**src/rtl/iowin_pkg.sv**
```systemverilog
package iowin_pkg;

  localparam int LANES = 4;

  typedef enum logic [1:0] {
    XF_BYTE = 2'd0,
    XF_HALF = 2'd1,
    XF_WORD = 2'd2,
    XF_WINC = 2'd3
  } xfer_mode_e;

  localparam logic [2:0] REG_H2D = 3'd0;
  localparam logic [2:0] REG_D2H = 3'd1;
  localparam logic [2:0] REG_ALO = 3'd2;
  localparam logic [2:0] REG_AHI = 3'd3;

  // byte enables used when a data-lane write reaches memory
  function automatic logic [LANES-1:0] commit_be(xfer_mode_e m, logic [1:0] lane);
    unique case (m)
      XF_BYTE: commit_be = 4'b0001 << lane;
      XF_HALF: commit_be = lane[1] ? 4'b1100 : 4'b0011;
      default: commit_be = 4'b1111;
    endcase
  endfunction

  function automatic logic lane_commits(xfer_mode_e m, logic [1:0] lane);
    unique case (m)
      XF_BYTE: lane_commits = 1'b1;
      XF_HALF: lane_commits = lane[0];
      default: lane_commits = (lane == 2'd3);
    endcase
  endfunction

  function automatic logic lane_fetches(xfer_mode_e m, logic [1:0] lane);
    unique case (m)
      XF_BYTE: lane_fetches = 1'b1;
      XF_HALF: lane_fetches = ~lane[0];
      default: lane_fetches = (lane == 2'd0);
    endcase
  endfunction

  // staging lanes refreshed by a fetch
  function automatic logic [LANES-1:0] fill_mask(xfer_mode_e m, logic [1:0] lane);
    unique case (m)
      XF_BYTE: fill_mask = 4'b0000;
      XF_HALF: fill_mask = (lane == 2'd0) ? 4'b0011 :
                           (lane == 2'd2) ? 4'b1100 : 4'b0000;
      default: fill_mask = (lane == 2'd0) ? 4'b1111 : 4'b0000;
    endcase
  endfunction

endpackage

```
**src/rtl/iowin_mbox.sv**
```systemverilog
module iowin_mbox #(
  parameter int W = 8
) (
  input  logic         clk,
  input  logic         rst,
  input  logic         set,
  input  logic [W-1:0] set_data,
  input  logic         clr,
  output logic [W-1:0] data,
  output logic         flag
);

  always_ff @(posedge clk) begin
    if (rst) begin
      data <= '0;
      flag <= 1'b0;
    end else begin
      if (set) begin
        data <= set_data;
        flag <= 1'b1;
      end else if (clr) begin
        flag <= 1'b0;
      end
    end
  end

endmodule

```
**src/rtl/iowin_addr.sv**
```systemverilog
module iowin_addr
  import iowin_pkg::*;
#(
  parameter int ADDR_W = 15,
  localparam int WA_W  = ADDR_W - 2,
  localparam int HI_W  = ADDR_W - 8
) (
  input  logic            clk,
  input  logic            rst,
  input  logic            wr_lo,
  input  logic            wr_hi,
  input  logic [7:0]      wdata,
  input  logic            step,
  output xfer_mode_e      mode,
  output logic [WA_W-1:0] word_addr,
  output logic [7:0]      lo_byte,
  output logic [7:0]      hi_byte
);

  always_ff @(posedge clk) begin
    if (rst) begin
      mode      <= XF_BYTE;
      word_addr <= '0;
    end else if (wr_lo) begin
      mode           <= xfer_mode_e'(wdata[1:0]);
      word_addr[5:0] <= wdata[7:2];
    end else if (wr_hi) begin
      word_addr[WA_W-1:6] <= wdata[HI_W-1:0];
    end else if (step) begin
      word_addr <= word_addr + WA_W'(1);
    end
  end

  assign lo_byte = {word_addr[5:0], mode};
  assign hi_byte = 8'(word_addr[WA_W-1:6]);

endmodule

```
**src/rtl/iowin_stage.sv**
```systemverilog
module iowin_stage
  import iowin_pkg::*;
(
  input  logic               clk,
  input  logic               rst,
  input  logic [LANES-1:0]   wr_lane,
  input  logic [7:0]         wr_byte,
  input  logic [LANES-1:0]   fill_lane,
  input  logic [8*LANES-1:0] fill_word,
  output logic [8*LANES-1:0] word
);

  for (genvar g = 0; g < LANES; g++) begin : g_lane
    always_ff @(posedge clk) begin
      if (rst) begin
        word[8*g +: 8] <= '0;
      end else if (wr_lane[g]) begin
        word[8*g +: 8] <= wr_byte;
      end else if (fill_lane[g]) begin
        word[8*g +: 8] <= fill_word[8*g +: 8];
      end
    end
  end

endmodule

```
**src/rtl/iowin_bridge.sv**
```systemverilog
module iowin_bridge
  import iowin_pkg::*;
#(
  parameter int ADDR_W = 15,
  localparam int WA_W  = ADDR_W - 2
) (
  input  logic               clk,
  input  logic               rst,
  input  logic [2:0]         host_addr,
  input  logic [7:0]         host_wdata,
  input  logic               host_rd,
  input  logic               host_wr,
  output logic [7:0]         host_rdata,
  output logic [WA_W-1:0]    mem_addr,
  output logic               mem_re,
  output logic               mem_we,
  output logic [LANES-1:0]   mem_be,
  output logic [8*LANES-1:0] mem_wdata,
  input  logic [8*LANES-1:0] mem_rdata,
  output logic [7:0]         dev_h2d_data,
  output logic               dev_h2d_flag,
  input  logic               dev_h2d_ack,
  input  logic [7:0]         dev_d2h_wdata,
  input  logic               dev_d2h_wr,
  output logic               host_d2h_flag
);

  xfer_mode_e         cur_mode;
  logic [WA_W-1:0]    word_addr;
  logic [7:0]         lo_byte, hi_byte;
  logic [7:0]         d2h_data;
  logic [8*LANES-1:0] stage_word;

  logic               is_data;
  logic [1:0]         lane;
  logic               data_rd, data_wr, step;
  logic [LANES-1:0]   stage_wr;
  logic [LANES-1:0]   stage_fill;
  logic [7:0]         rd_val;

  // read return pipeline
  logic               rd_q, rd_mem_q;
  logic [1:0]         rd_lane_q;
  logic [LANES-1:0]   rd_fill_q;
  logic [7:0]         rd_val_q;

  assign is_data = host_addr[2];
  assign lane    = host_addr[1:0];
  assign data_rd = host_rd & is_data;
  assign data_wr = host_wr & is_data;
  assign step    = (host_rd | host_wr) & is_data & (lane == 2'd3) & (cur_mode == XF_WINC);

  iowin_addr #(.ADDR_W(ADDR_W)) u_addr (
    .clk       (clk),
    .rst       (rst),
    .wr_lo     (host_wr && host_addr == REG_ALO),
    .wr_hi     (host_wr && host_addr == REG_AHI),
    .wdata     (host_wdata),
    .step      (step),
    .mode      (cur_mode),
    .word_addr (word_addr),
    .lo_byte   (lo_byte),
    .hi_byte   (hi_byte)
  );

  iowin_mbox #(.W(8)) u_h2d (
    .clk      (clk),
    .rst      (rst),
    .set      (host_wr && host_addr == REG_H2D),
    .set_data (host_wdata),
    .clr      (dev_h2d_ack),
    .data     (dev_h2d_data),
    .flag     (dev_h2d_flag)
  );

  iowin_mbox #(.W(8)) u_d2h (
    .clk      (clk),
    .rst      (rst),
    .set      (dev_d2h_wr),
    .set_data (dev_d2h_wdata),
    .clr      (host_rd && host_addr == REG_D2H),
    .data     (d2h_data),
    .flag     (host_d2h_flag)
  );

  // staging lanes are written by the host only in staged modes
  assign stage_wr   = (data_wr && cur_mode != XF_BYTE) ? (4'b0001 << lane) : '0;
  assign stage_fill = rd_q ? rd_fill_q : '0;

  iowin_stage u_stage (
    .clk       (clk),
    .rst       (rst),
    .wr_lane   (stage_wr),
    .wr_byte   (host_wdata),
    .fill_lane (stage_fill),
    .fill_word (mem_rdata),
    .word      (stage_word)
  );

  // memory request, same cycle as the host strobe
  assign mem_addr = word_addr;
  assign mem_re   = data_rd & lane_fetches(cur_mode, lane);
  assign mem_we   = data_wr & lane_commits(cur_mode, lane);
  assign mem_be   = commit_be(cur_mode, lane);

  for (genvar g = 0; g < LANES; g++) begin : g_wlane
    assign mem_wdata[8*g +: 8] = (cur_mode == XF_BYTE || lane == 2'(g)) ?
                                 host_wdata : stage_word[8*g +: 8];
  end

  always_comb begin
    unique case (host_addr)
      REG_H2D: rd_val = dev_h2d_data;
      REG_D2H: rd_val = d2h_data;
      REG_ALO: rd_val = lo_byte;
      REG_AHI: rd_val = hi_byte;
      default: rd_val = stage_word[8*lane +: 8];
    endcase
  end

  always_ff @(posedge clk) begin
    if (rst) begin
      rd_q       <= 1'b0;
      rd_mem_q   <= 1'b0;
      rd_lane_q  <= '0;
      rd_fill_q  <= '0;
      rd_val_q   <= '0;
      host_rdata <= '0;
    end else begin
      rd_q      <= host_rd;
      rd_mem_q  <= mem_re;
      rd_lane_q <= lane;
      rd_fill_q <= data_rd ? fill_mask(cur_mode, lane) : '0;
      rd_val_q  <= rd_val;
      if (rd_q) begin
        host_rdata <= rd_mem_q ? mem_rdata[8*rd_lane_q +: 8] : rd_val_q;
      end
    end
  end

endmodule

```
**config.mk**
```make
export PLATFORM = sky130hd
export DESIGN_NAME = iowin_bridge
export DESIGN_NICKNAME = d
export VERILOG_FILES = /design/src/rtl/iowin_pkg.sv /design/src/rtl/iowin_mbox.sv /design/src/rtl/iowin_addr.sv /design/src/rtl/iowin_stage.sv /design/src/rtl/iowin_bridge.sv
export SDC_FILE = /design/constraint.sdc
export NUM_CORES = 1
export LEC_CHECK = 0
export BUFFER_PORTS_ARGS = -buffer_cell sky130_fd_sc_hd__clkbuf_2
export CAP_MARGIN = 20
export CORE_AREA = 2 2 101 103
export CTS_BUF_LIST = sky130_fd_sc_hd__clkbuf_4 sky130_fd_sc_hd__clkbuf_8 sky130_fd_sc_hd__clkbuf_16
export DETAILED_ROUTE_END_ITERATION = 12
export DIE_AREA = 0 0 103 105
export PLACE_DENSITY = 0.8
export SETUP_SLACK_MARGIN = 0.1
export SLEW_MARGIN = 20
export SYNTH_ARGS = -nofsm -noshare
export SYNTH_HDL_FRONTEND = slang
export SYNTH_HIERARCHICAL = 1
export SYNTH_SLANG_ARGS = --single-unit
export TNS_END_PERCENT = 100
```
**constraint.sdc**
```tcl
create_clock -name clk -period 2.4 [get_ports clk]
set_clock_uncertainty 0.2 [all_clocks]
set_input_delay 0.12 -clock clk [delete_from_list [all_inputs] [get_ports clk]]
set_output_delay 0.12 -clock clk [all_outputs]
set_load 0.02 [all_outputs]
```
# After elaboration in Yosys (flattened, before gate mapping)

Cells that the tools add are included.

Flip-flop bits (word level): 89
Bits in latches: 0
Memory bits (writable): 0
Bits in read-only memories: 0
Input bits: 57
Output and inout bits: 69
Word-level logic and storage cells: 97
Memories: 0

Add/sub/neg operators: 1
Multiply operators: 0
Div/mod/pow operators: 0
Order comparisons: 0
Equal/unequal tests: 9
Shift-type cells: 3
Muxes and demuxes: 32
Bitwise logic cells: 11
Reduce and logical (&&, ||, !) cells: 24

Operators with widths:

| operator                                                              | count |
|---|---|
| 8-bit two-way mux                                                     | 13 |
| 32-bit by 6-bit indexed part select with 8-bit output                 | 2 |
| 8-bit case mux with 4 select lines                                    | 1 |
| 4-bit two-way mux                                                     | 6 |
| 2-bit nonzero test                                                    | 9 |
| 4-bit case mux with 2 select lines                                    | 2 |
| 13-bit by 1-bit adder with 13-bit output, second input constant       | 1 |
| 13-bit two-way mux                                                    | 1 |
| 6-bit two-way mux                                                     | 2 |
| 1-bit bitwise AND                                                     | 7 |
| 7-bit two-way mux                                                     | 1 |
| 2-bit equality test, second input constant                            | 3 |
| 3-bit by 2-bit equality test with 1-bit output, second input constant | 2 |
| 1-bit logical AND                                                     | 5 |
| 2-bit by 1-bit equality test with 1-bit output, second input constant | 2 |
| 2-bit zero test                                                       | 2 |
| 1-bit logical OR                                                      | 4 |
| 1-bit two-way mux                                                     | 4 |
| 1-bit case mux with 2 select lines                                    | 2 |
| 2-bit AND reduction                                                   | 2 |
| 1-bit by 2-bit << shifter with 4-bit output, first input constant     | 1 |
| 3-bit by 1-bit equality test with 1-bit output, second input constant | 1 |
| 3-bit zero test                                                       | 1 |
| 1-bit inverter                                                        | 3 |
| other kinds (3)                                                       | 3 |

# Depth between registers and ports, before layout

Word-level depth: 7
Gate-level depth with buffers: 9
Depth with buffers taken out: 7

# By module

The synthesis kept the hierarchy.

Modules (own cells, without submodules):

| module       | times used | cells an instance | area an instance (um2) | seq. area each (um2) |
|---|---|---|---|---|
| iowin_bridge | 1          | 185               | 1990.7                 | 440.4 |
| iowin_stage  | 1          | 139               | 1472.7                 | 640.6 |
| iowin_addr   | 1          | 126               | 1053.5                 | 300.3 |
| iowin_mbox   | 2          | 30                | 321.6                  | 180.2 |

# Worst setup path after synthesis

No wires, ideal clock.

Path type: register to register
Start: reg u_addr.mode[1]
End: reg u_addr.word_addr[3]
Setup time: 79 ps
Arrival: 1882 ps
Required time: 2121 ps
Setup slack: 239 ps
Cell stages (with the launch flop): 9
Path buffers: 2
Period minus slack after synthesis: 2161 ps
Cell sequence: dfxtp_1 buf_4 buf_2 nand3_1 nor3_1 and2b_1 nand4_1 xor2_1 a211oi_2

Cells in the longest elaborated chain, start to end: 4

RTL lines:

| element                              | RTL line           | text |
|---|---|---|
| start, declared                      | iowin_addr.sv:14   | `output xfer_mode_e mode,` |
| start signal, assigned               | iowin_addr.sv:25   | `mode <= xfer_mode_e'(wdata[1:0]);` |
| 2-bit equality test                  | iowin_bridge.sv:51 | `assign step = (host_rd \| host_wr) & is_data & (lane == 2'd3) & (cur_mode == XF_WINC);` |
| 1-bit bitwise AND                    | iowin_bridge.sv:51 |  |
| named net step                       | iowin_bridge.sv:36 | `logic data_rd, data_wr, step;` |
| 2-bit nonzero test (no source line)  | -                  |  |
| 2-bit AND reduction (no source line) | -                  |  |
| end signal, assigned                 | iowin_addr.sv:26   | `word_addr[5:0] <= wdata[7:2];` |
| end signal, assigned by index        | iowin_addr.sv:28   | `word_addr[WA_W-1:6] <= wdata[HI_W-1:0];` |
| end signal, assigned                 | iowin_addr.sv:30   | `word_addr <= word_addr + WA_W'(1);` |
| end, declared                        | iowin_addr.sv:15   | `output logic [WA_W-1:0] word_addr,` |

The timed path passes the listed nets, and every way through them passes these cells.
A chain may end at the register's enable or synchronous reset.

# Worst setup path in the final report

Start: reg u_addr.mode[0]
End: out mem_wdata[14]

Cells in the longest elaborated chain, start to end: 3

RTL lines:

| element           | RTL line            | text |
|---|---|---|
| 2-bit zero test   | iowin_bridge.sv:107 | `assign mem_wdata[8*g +: 8] = (cur_mode == XF_BYTE \|\| lane == 2'(g)) ?` |
| 1-bit logical OR  | iowin_bridge.sv:107 |  |
| 8-bit two-way mux | iowin_bridge.sv:107 |  |
| end, declared     | iowin_bridge.sv:18  | `output logic [8*LANES-1:0] mem_wdata,` |

Every way passes these cells.

==> metrics.csv <==
stage;metric;value;unit
floorplan;die_width;103;microns
min_path;hold_class;in -> reg;
timing;setup-tns-final;0;ns
timing;fin_crit_sh;93.0;%
pwr;p_per_area;488;nW/um^2
critical_path;critPathSlowestCell;dfxtp_1;
logic_synthesis;ys_types;65;
floorplan;core_area;9640;sq um
logic_synthesis;synth_ff_type;dfxtp_1;
clocking;cts_sinks;87;
critical_path;slowest_delay;0.50;ns
logic_synthesis;synth_area_per_cell;10.1;sq um
clocking;cts_made_buffers;9;
detailed_routing;wl_per_cell;22.2;microns
floorplan;io_pins;126;
clocking;htree_levels;3;
pwr;peakVddDrop;0.279;mV
floorplan;core.rowCount;36;
timing;max_slew_margin;56.8;%
global_routing;grt_pass1_vias;4708;
logic_synthesis;synth_nets;568;
timing;fin_crit;2.23;ns
clocking;root_buffer;clkbuf_8;
critical_path;crit_path_max_fanout;8;
logic_synthesis;synth_top_family_by_area;multiplexers;
global_routing;grt.total_usage;33.1;%
logic_synthesis;yosysWarnings;6;
logic_synthesis;synth_fa_ha_area_share;0.242;%
logic_synthesis;synth_edf_count;0;
logic_synthesis;netlist_area;5160;sq um
logic_synthesis;yosysMostFrequentCell;dfxtp_1;
critical_path;required;2.08;ns
finish;num_antenna_cells;0;
logic_synthesis;synthTopCellsByCount;dfxtp_1, mux2i_1, mux2_2, nor2_1, a211oi_1;
finish;areaGrowthSynthToFinish;23.4;%
timing;grt_setup_unrepaired;no;
placed_design;finalWeightedCongestion;0.941;
logic_synthesis;synthTopCellsByArea;dfxtp_1, mux2i_1, mux2_2;
finish;multi_input_area;3030;sq um
detailed_routing;via_per_inst;6.28;
detailed_routing;wirelength;17700;microns
logic_synthesis;syn_inst;510;
critical_path;cp_cell_sequence;nor2_2, a21oi_4, mux2_2, clkbuf_2;
timing;finalMaxSlewViolations;0;
run_status;status;completed;
timing;tightest_slew;0.648;ns
pwr;finalPower;3.11;mW
detailed_routing;vias;5000;
detailed_routing;drt_iter0_drc;701;
logic_synthesis;synth_top_area_share;33.8;%
critical_path;crit_end;mem_wdata[14];
detailed_routing;drcViolationCount;0;
global_routing;grt_pass1_wl;26800;microns
finish;regArea;1740;sq um
clocking;cts_buffer_depth;2;
timing;setup_viol;0;
finish;fillCellCount;775;
logic_synthesis;muxShareOfSynthArea;27.9;%
finish;drive_gt1_share;36.8;%
logic_synthesis;synth_area_leader_cell;dfxtp_1;
critical_path;crit_arrival;1.91;ns
critical_path;startpoint_type;register;
clocking;cts_tree;yes;
floorplan;die-area;10800;sq um
clocking;clk_latency;0.38;ns
placed_design;dp_hpwl;12000;microns
global_routing;grt_max_degree;32;
pwr;p_leak;2.49;nW
logic_synthesis;seq_area_frac_synth;33.8;%
placed_design;placed_area;5710;sq um
critical_path;critPathKind;reg -> out;
timing;fmax;448;MHz
finish;fin_area;6370;sq um
logic_synthesis;synth_xor_area_share;0.679;%
detailed_routing;dr.pass1.iters;5;
critical_path;r2r_end;u_stage/word[6];
timing;hold_viol_final;0;
critical_path;ff2ff_path_depth;6;
finish;fin_nets;716;
logic_synthesis;synth_compound_area_share;15.1;%
critical_path;ff2ff_setup_slack;0.23;ns
critical_path;cp-end-kind;output port;
finish;utilization;66.1;%
global_routing;grt_overflow;0;
run;max-cap-violations;0;
floorplan;initial_utilization;53.5;%
floorplan;die_h;105;microns
clocking;path_clk_slew;0.09;ns
detailed_routing;ant_nets;0;
logic_synthesis;synth_seq_cells;87;
logic_synthesis;async_flop_share;0;%
critical_path;startpoint;u_addr/mode[0];
logic_synthesis;yosys.area_share.simple;14.3;%
placed_design;io_buffer_count;125;
global_routing;antenna_found_initial;0;
critical_path;timing.rr.start;u_addr/mode[0];
kinds of logic (layout without fill, tap and decap cells):
logic type      Yosys count  count (layout)
xor+xnor                  4               4
mux                     117             117
compound gates           97              97
other cells               1               1
simple gates            140             140
buf+inv                  63             216
fa+ha+maj                 1               1
flops                    87              87
stage by stage:
stage	hold slack (ns)	instances	setup WS (ns)
2_1_floorplan	-0.00786	510	0.239
3_3_place_gp	0.159	734	0.326
3_5_place_dp	0.165	734	0.212
4_1_cts	0.00420	796	0.0876
5_1_grt	0.0150	796	0.112
6_report	0.0123	796	0.168
layout by cell type, fill, tap and decap left out, types with 16 or more instances in the layout:
cell	instances
dfxtp_1	86
mux4_2	16
nor2_1	42
a211oi_1	43
dlygate4sd3_1	46
nand2_1	17
mux2_2	46
clkbuf_2	125
nor2b_1	37
buf_4	16
mux2i_1	53
power by group:
part	switching, mW	internal (mW)
registers	0.0382	1.48
logic	0.349	0.262
clock network	0.589	0.387
state kept, by name (all words and copies together), names as in the netlist:
register          flops
host_rdata            8
rd_fill_q             2
rd_lane_q             2
rd_mem_q              1
rd_q                  1
rd_val_q              8
u_addr/mode           2
u_addr/word_addr     13
u_d2h/data            8
u_d2h/flag            1
u_h2d/data            8
u_h2d/flag            1
u_stage/word         32
routing by layer:
layer	track usage, %	routed length [microns]
met1	44.0	6840
met2	49.4	7960
met3	7.02	1850
met4	18.7	1070
met5	0	0
critical path: cells and delay by family (launching register included):
kind / cells / cell delay [ns]
AOI/OAI and AO/OA: 1 / 0.32
buffers and inverters: 1 / 0.16
DFF: 1 / 0.50
muxes: 1 / 0.41
and+or+nand+nor: 1 / 0.14
worst min-delay path by stage:
stage,startpoint,to,slack (ns),depth (start not counted)
after floorplan,rst,u_addr/word_addr[4],-0.008,1
after global placement,dev_d2h_wdata[6],u_d2h/data[6],0.16,3
after detailed placement,dev_d2h_wdata[7],u_d2h/data[7],0.17,3
after CTS,host_wdata[1],u_stage/word[1],0.004,3
after global routing,host_wdata[2],u_stage/word[2],0.01,3
final,host_wdata[2],u_stage/word[10],0.01,3
repair_timing:
| action | CTS | global route |
|---|---|---|
| cloned | 0 | 0 |
| hold buffers | 46 | 0 |
| gates resized for setup | 2 | 4 |
| hold endpoints to repair | 47 | 0 |
| endpoints found under the setup margin | 16 | 57 |
| setup buffers | 0 | 0 |
cell type report:
| class | count | share of cell area [%] |
|---|---|---|
| well taps | 133 | 2.61 |
| clock inverters | 7 | 0.864 |
| inverters | 13 | 0.766 |
| multi-input cells | 360 | 47.5 |
| flip-flops and latches | 87 | 27.4 |
| clock buffers | 9 | 1.94 |
| repair buffers | 187 | 18.9 |
(Power assumes the default switching activity.)
